--- config.mk ---
export PLATFORM = sky130hd
export DESIGN_NAME = sms_ctrl
export DESIGN_NICKNAME = d
export VERILOG_FILES = /design/src/rtl/sms_pkg.sv /design/src/rtl/sms_pwr.sv /design/src/rtl/sms_seq.sv /design/src/rtl/sms_mem.sv /design/src/rtl/sms_ctrl.sv
export SDC_FILE = /design/constraint.sdc
export NUM_CORES = 1
export LEC_CHECK = 0
export BUFFER_PORTS_ARGS = -buffer_cell sky130_fd_sc_hd__buf_2
export CORE_MARGIN = 2
export CORE_UTILIZATION = 50
export CTS_CLUSTER_DIAMETER = 40
export DETAILED_ROUTE_END_ITERATION = 7
export MAX_ROUTING_LAYER = met4
export PLACE_DENSITY = 0.76
export SYNTH_ARGS = -nofsm -noshare
export SYNTH_HDL_FRONTEND = slang
export SYNTH_SLANG_ARGS = --single-unit
--- constraint.sdc ---
create_clock -name clk -period 5.6 [get_ports clk]
set_clock_uncertainty 0.05 [all_clocks]
set_input_delay 0.56 -clock clk [delete_from_list [all_inputs] [get_ports clk]]
set_output_delay 0.56 -clock clk [all_outputs]
set_load 0.05 [all_outputs]
--- src/rtl/sms_pkg.sv ---
package sms_pkg;

    typedef enum logic [2:0] {
        PH_IDLE,
        PH_ERASE,
        PH_PROG,
        PH_CLEAR,
        PH_COPY
    } phase_e;

    typedef enum logic [1:0] {
        JOB_NONE,
        JOB_SAVE,
        JOB_RESTORE,
        JOB_AUTO
    } job_e;

    localparam logic [7:0] ERASED_BYTE = 8'hFF;

    // automatic restore beats save, save beats restore
    function automatic job_e pick_job(input logic auto_i, input logic save_i,
                                      input logic rest_i);
        if (auto_i)      return JOB_AUTO;
        else if (save_i) return JOB_SAVE;
        else if (rest_i) return JOB_RESTORE;
        else             return JOB_NONE;
    endfunction

endpackage

--- src/rtl/sms_pwr.sv ---
module sms_pwr (
    input  logic clk,
    input  logic rst,
    input  logic below_reset,
    input  logic above_switch,
    input  logic take,
    output logic trig
);
    logic lost_q;

    always_ff @(posedge clk) begin
        if (rst)              lost_q <= 1'b0;
        else if (below_reset) lost_q <= 1'b1;
        else if (take)        lost_q <= 1'b0;
    end

    assign trig = lost_q && !below_reset && above_switch;

    assert_latch_set_R7: assert property (@(posedge clk) disable iff (rst)
        below_reset |=> lost_q);
    assert_no_shallow_latch_R8: assert property (@(posedge clk) disable iff (rst)
        (!lost_q && !below_reset) |=> !lost_q);

endmodule

--- src/rtl/sms_seq.sv ---
module sms_seq
    import sms_pkg::*;
#(
    parameter int ADDR_W    = 4,
    parameter int ERASE_CYC = 3,
    parameter int CLEAR_CYC = 2
) (
    input  logic              clk,
    input  logic              rst,
    input  logic              auto_req,
    input  logic              save_req,
    input  logic              rest_req,
    output phase_e            phase,
    output logic [ADDR_W-1:0] idx,
    output logic              busy,
    output logic              auto_run,
    output logic              last_copy
);
    localparam int DEPTH = 1 << ADDR_W;
    localparam int MAXC  = (DEPTH > ERASE_CYC) ?
                           ((DEPTH > CLEAR_CYC) ? DEPTH : CLEAR_CYC) :
                           ((ERASE_CYC > CLEAR_CYC) ? ERASE_CYC : CLEAR_CYC);
    localparam int CNT_W = $clog2(MAXC + 1);

    localparam logic [CNT_W-1:0] ERASE_END = CNT_W'(ERASE_CYC - 1);
    localparam logic [CNT_W-1:0] CLEAR_END = CNT_W'(CLEAR_CYC - 1);
    localparam logic [CNT_W-1:0] SWEEP_END = CNT_W'(DEPTH - 1);

    phase_e           ph_q;
    logic [CNT_W-1:0] cnt_q;
    logic             auto_q;
    job_e             job;

    assign job = pick_job(auto_req, save_req, rest_req);

    always_ff @(posedge clk) begin
        if (rst) begin
            ph_q   <= PH_IDLE;
            cnt_q  <= '0;
            auto_q <= 1'b0;
        end else begin
            case (ph_q)
                PH_IDLE: begin
                    cnt_q <= '0;
                    case (job)
                        JOB_AUTO:    begin ph_q <= PH_CLEAR; auto_q <= 1'b1; end
                        JOB_SAVE:    ph_q <= PH_ERASE;
                        JOB_RESTORE: begin ph_q <= PH_CLEAR; auto_q <= 1'b0; end
                        default:     ph_q <= PH_IDLE;
                    endcase
                end
                PH_ERASE: begin
                    if (cnt_q == ERASE_END) begin ph_q <= PH_PROG; cnt_q <= '0; end
                    else cnt_q <= cnt_q + 1'b1;
                end
                PH_PROG: begin
                    if (cnt_q == SWEEP_END) begin ph_q <= PH_IDLE; cnt_q <= '0; end
                    else cnt_q <= cnt_q + 1'b1;
                end
                PH_CLEAR: begin
                    if (cnt_q == CLEAR_END) begin ph_q <= PH_COPY; cnt_q <= '0; end
                    else cnt_q <= cnt_q + 1'b1;
                end
                PH_COPY: begin
                    if (cnt_q == SWEEP_END) begin
                        ph_q   <= PH_IDLE;
                        cnt_q  <= '0;
                        auto_q <= 1'b0;
                    end else cnt_q <= cnt_q + 1'b1;
                end
                default: ph_q <= PH_IDLE;
            endcase
        end
    end

    assign phase     = ph_q;
    assign idx       = cnt_q[ADDR_W-1:0];
    assign busy      = (ph_q != PH_IDLE);
    assign auto_run  = auto_q;
    assign last_copy = (ph_q == PH_COPY) && (cnt_q == SWEEP_END);

    assert_erase_then_prog_R2: assert property (@(posedge clk) disable iff (rst)
        (ph_q == PH_ERASE) |=> (ph_q == PH_ERASE || ph_q == PH_PROG));
    assert_prog_ends_idle_R2: assert property (@(posedge clk) disable iff (rst)
        (ph_q == PH_PROG && cnt_q == SWEEP_END) |=> (ph_q == PH_IDLE));
    assert_clear_then_copy_R3: assert property (@(posedge clk) disable iff (rst)
        (ph_q == PH_CLEAR) |=> (ph_q == PH_CLEAR || ph_q == PH_COPY));
    assert_busy_ignores_req_R6: assert property (@(posedge clk) disable iff (rst)
        (ph_q == PH_PROG && cnt_q != SWEEP_END) |=> (ph_q == PH_PROG));

endmodule

--- src/rtl/sms_mem.sv ---
module sms_mem
    import sms_pkg::*;
#(
    parameter int ADDR_W = 4,
    parameter int DATA_W = 8
) (
    input  logic              clk,
    input  logic              rst,
    input  phase_e            phase,
    input  logic [ADDR_W-1:0] idx,
    input  logic              busy,
    input  logic              wr_en,
    input  logic              rd_en,
    input  logic [ADDR_W-1:0] addr,
    input  logic [DATA_W-1:0] wdata,
    output logic [DATA_W-1:0] rdata
);
    localparam int DEPTH = 1 << ADDR_W;
    localparam logic [DATA_W-1:0] ERASED = DATA_W'(ERASED_BYTE);

    logic [DATA_W-1:0] vol_q [DEPTH];
    logic [DATA_W-1:0] shd_q [DEPTH];

    always_ff @(posedge clk) begin
        if (phase == PH_CLEAR) begin
            for (int i = 0; i < DEPTH; i++) vol_q[i] <= '0;
        end else if (phase == PH_COPY) begin
            vol_q[idx] <= shd_q[idx];
        end else if (!busy && wr_en) begin
            vol_q[addr] <= wdata;
        end
    end

    always_ff @(posedge clk) begin
        if (phase == PH_ERASE) begin
            for (int i = 0; i < DEPTH; i++) shd_q[i] <= ERASED;
        end else if (phase == PH_PROG) begin
            shd_q[idx] <= vol_q[idx];
        end
    end

    always_ff @(posedge clk) begin
        if (rst)                rdata <= '0;
        else if (!busy && rd_en) rdata <= vol_q[addr];
    end

    assert_rdata_hold_R5: assert property (@(posedge clk) disable iff (rst)
        busy |=> $stable(rdata));
    assert_restore_keeps_shadow_R4: assert property (@(posedge clk) disable iff (rst)
        (phase == PH_CLEAR || phase == PH_COPY) |=> $stable(shd_q[0]));

endmodule

--- src/rtl/sms_ctrl.sv ---
module sms_ctrl
    import sms_pkg::*;
#(
    parameter int ADDR_W    = 4,
    parameter int DATA_W    = 8,
    parameter int ERASE_CYC = 3,
    parameter int CLEAR_CYC = 2
) (
    input  logic              clk,
    input  logic              rst,
    input  logic              wr_en,
    input  logic              rd_en,
    input  logic [ADDR_W-1:0] addr,
    input  logic [DATA_W-1:0] wdata,
    output logic [DATA_W-1:0] rdata,
    input  logic              store_req,
    input  logic              recall_req,
    input  logic              vcc_below_reset,
    input  logic              vcc_above_switch,
    output logic              busy,
    output logic              corrupt
);
    phase_e            phase;
    logic [ADDR_W-1:0] idx;
    logic              trig, take, auto_run, last_copy, corrupt_q;

    assign take = trig && !busy;

    sms_pwr u_pwr (
        .clk          (clk),
        .rst          (rst),
        .below_reset  (vcc_below_reset),
        .above_switch (vcc_above_switch),
        .take         (take),
        .trig         (trig)
    );

    sms_seq #(.ADDR_W(ADDR_W), .ERASE_CYC(ERASE_CYC), .CLEAR_CYC(CLEAR_CYC)) u_seq (
        .clk       (clk),
        .rst       (rst),
        .auto_req  (trig),
        .save_req  (store_req),
        .rest_req  (recall_req),
        .phase     (phase),
        .idx       (idx),
        .busy      (busy),
        .auto_run  (auto_run),
        .last_copy (last_copy)
    );

    sms_mem #(.ADDR_W(ADDR_W), .DATA_W(DATA_W)) u_mem (
        .clk   (clk),
        .rst   (rst),
        .phase (phase),
        .idx   (idx),
        .busy  (busy),
        .wr_en (wr_en),
        .rd_en (rd_en),
        .addr  (addr),
        .wdata (wdata),
        .rdata (rdata)
    );

    always_ff @(posedge clk) begin
        if (rst)                                 corrupt_q <= 1'b0;
        else if (take)                           corrupt_q <= 1'b0;
        else if (last_copy && auto_run && wr_en) corrupt_q <= 1'b1;
    end

    assign corrupt = corrupt_q;

    assert_corrupt_only_in_transfer_R9: assert property (@(posedge clk) disable iff (rst)
        $rose(corrupt_q) |-> $past(busy));
    assert_auto_start_busy_R7: assert property (@(posedge clk) disable iff (rst)
        take |=> busy);

endmodule

==> out/qor.yml <==
status: "finished clean"
port_buffers: 29
pwr-share-comb_pct: 26.3
dieArea_mm2: 0.0289
fin_tns_setup_ns: 0
synth_seq_cells: 279
cts_buffers: 37
cellLeakagePower_nw: 4.57
grt-busiest-layer: "met2"
vias: 9433
cts_hold_buf: 0
yosys_warnings: 0
gp_routability_congestion: 0.953
grt_pass1_wl_mm: 56.6
hp-class: "in2reg"
setup_viol: 0
num_io_pins: 30
finalCoreUtilization_pct: 56.8
synth_cells: 990
intPower_mw: 4.63
fmax_ghz: 0.297
synth.avg_cell_area_um2: 13.9
grtUsageTotal_pct: 27.3
cp-end-kind: "flop"
powerDensity_mw_per_mm2: 462
grtUsageMet1_pct: 35.9
synth_top_area_cell: "edfxtp_1"
final.setup.worst_slack_ns: 2.23
rsz0062_at_grt: "no"
htreeDepth: 2
initialDrtViolationCount: 1290
ant_nets: 0
syn-num-nets: 1016
stdcell_area_mm2: 0.0154
slowest_stage: "mux2i_2"
grt_util_met2_pct: 42.9
min_period_ns: 3.37
grt_max_degree: 52
maxSlewViolCount: 0
critical_path_class: "reg2reg"
worstMarginPinSlew_ns: 1.08
area_growth_pct: 11.5
cts_tree: "done"
clockBufferDepth: 3
post_cts_buffers: 0
critPathLaunchType: "flop"
antenna_found_initial: 0
synthTopCellsByArea: "edfxtp_1 56%, mux4_2 13%, a21oi_1 5.2%, nand2_1 4.6%, mux2i_1 3.6%"
fp.coreArea_mm2: 0.0270
grt_overflow: 0
diodes: 0
p_clk_share_pct: 33.8
ys_async_sr_fraction_pct: 0
drc: 0
cts-resized-gates: 0
relSlewSlack_pct: 27.2
synth_area_mm2: 0.0138
period_share_pct: 60.1
layout-drive-gt1-share_pct: 23.6
finalNetCount: 1032
drt-wirelength-per-cell_um: 27.3
layout_commonest_cell: "edfxtp_1"
path_clk_slew_ns: 0.05
arrival_ns: 3.48
hpwlAfterDp_mm: 23.8
firstDrtPassIters: 5
synthDistinctLibCells: 47
final_cell_mix: "256 x edfxtp_1, 167 x nand2_1, 144 x a21oi_1"
cts_root_buf: "clkbuf_16"
initial_core_util_pct: 51.0
seq_power_share_pct: 39.9
placed_cell_area_mm2: 0.0141
drv_cap: 0
die_h_um: 170
cp_max_fo: 20
via_per_inst: 6.86
synth_flop_cell: "edfxtp_1"
cts_sinks: 279
clock_latency_ns: 0.54
dp_slack_ns: 2.24
grt_pass1_vias: 9276
die_w_um: 170
grt_use_met3_pct: 5.33
fp-row-count: 60
ir_drop_mv: 0.316
sw_frac_of_total_pct: 34.8
crit_chain: "nor4b_4 > buf_4 > mux2i_2 > nand4_2 > nand2_1"
synth_edf_count: 256
routed_wl_mm: 37.6
switchingPower_mw: 2.47
cpPeakStageDelay_ns: 0.63
synth_top_area_share_pct: 55.8
hold_viol: 0
rrSetupSlack_ns: 2.23
required_ns: 5.71
seq_area_frac_synth_pct: 59.2
logic make-up (layout without fill, tap and decap cells):
logic type	Yosys count	in the layout	share of synthesized area, %
buf+inv	81	126	3.15
compound gates	223	223	9.95
simple gates	249	249	8.62
mux	151	151	18.5
fa+ha+maj	6	6	0.545
flops	279	279	59.2
xor+xnor	1	1	0.0636
per-layer routing:
layer | vias up | routed length (um)
met2 | 683 | 18000
met1 | 4721 | 13600
li1 | 3908 | -
met3 | 121 | 4550
met4 | 0 | 1370
met5 | - | 0
power by group through the flow:
stage | sequential (mW) | clock (mW) | combinational [mW]
after detailed placement | 2.87 | 0 | 1.83
final | 2.83 | 2.40 | 1.87
after global routing | 2.86 | 2.49 | 1.96
after global placement | 2.86 | 0 | 1.79
after floorplan | 2.73 | 0 | 1.39
after CTS | 2.83 | 2.39 | 1.84
registers in the layout, indices dropped and copies added, names as in the netlist, named ones only:
signal and cells:
u_pwr.lost_q 1, u_seq.auto_run 1, corrupt 1, u_seq.cnt_q 5
u_mem.shd_q 128, u_mem.vol_q 128, u_mem.rdata 8, u_seq.phase 3
worst max-delay path, delay by kind of cell (launching register included):
family	cells	cell delay [ns]
buffers and inverters	1	0.33
and+or+nand+nor	3	1.43
DFF	1	0.56
muxes	1	0.63
final timing paths:
path                                    start                               end  cells past startpoint
setup reg to reg  u_seq.phase[1]$_SDFFE_PP0P_  u_mem.vol_q[14][1]$_SDFFCE_PN0P_                      5
setup / recovery  u_seq.phase[1]$_SDFFE_PP0P_  u_mem.vol_q[14][1]$_SDFFCE_PN0P_                      5
hold reg to reg   u_mem.rdata[7]$_SDFFE_PP0P_       u_mem.rdata[7]$_SDFFE_PP0P_                      2
hold / removal                vcc_below_reset         u_pwr.lost_q$_SDFFE_PP0P_                      3
synthesized netlist by cell type, types with 3 or more instances:
library cell / number
edfxtp_1: 256
nand2_1: 167
a21oi_1: 144
mux4_2: 80
mux2i_1: 49
a22oi_1: 32
buf_2: 29
nor2_1: 24
dfxtp_1: 23
mux2_2: 19
clkbuf_1: 18
nand4_2: 16
buf_4: 15
o21ai_0: 14
nor3_1: 11
a21o_1: 9
a32oi_2: 8
buf_1: 7
ha_1: 6
inv_1: 6
nor2b_1: 6
nand2b_1: 5
nand3_1: 5
buf_6: 4
o31ai_1: 4
and2_1: 3
mux2i_2: 3
nand3b_1: 3
o22ai_1: 3
stage by stage:
stage | instances | power, mW | hold slack [ns]
6_report | 1376 | 7.10 | 0.262
5_1_grt | 1376 | 7.31 | 0.307
4_1_cts | 1376 | 7.06 | 0.260
3_5_place_dp | 1308 | 4.69 | 0.393
3_3_place_gp | 1308 | 4.65 | 0.393
2_1_floorplan | 990 | 4.12 | 0.418
final cells by class:
type                       instances  area (um^2)
sequential                       279         8150
multi-input combinational        630         5190
fill                            2092        11700
clock inverter                    27          290
clock buffer                      41          962
timing repair buffer              52          318
inverter                           6         22.5
tap                              341          427
(Power assumes the default switching activity.)
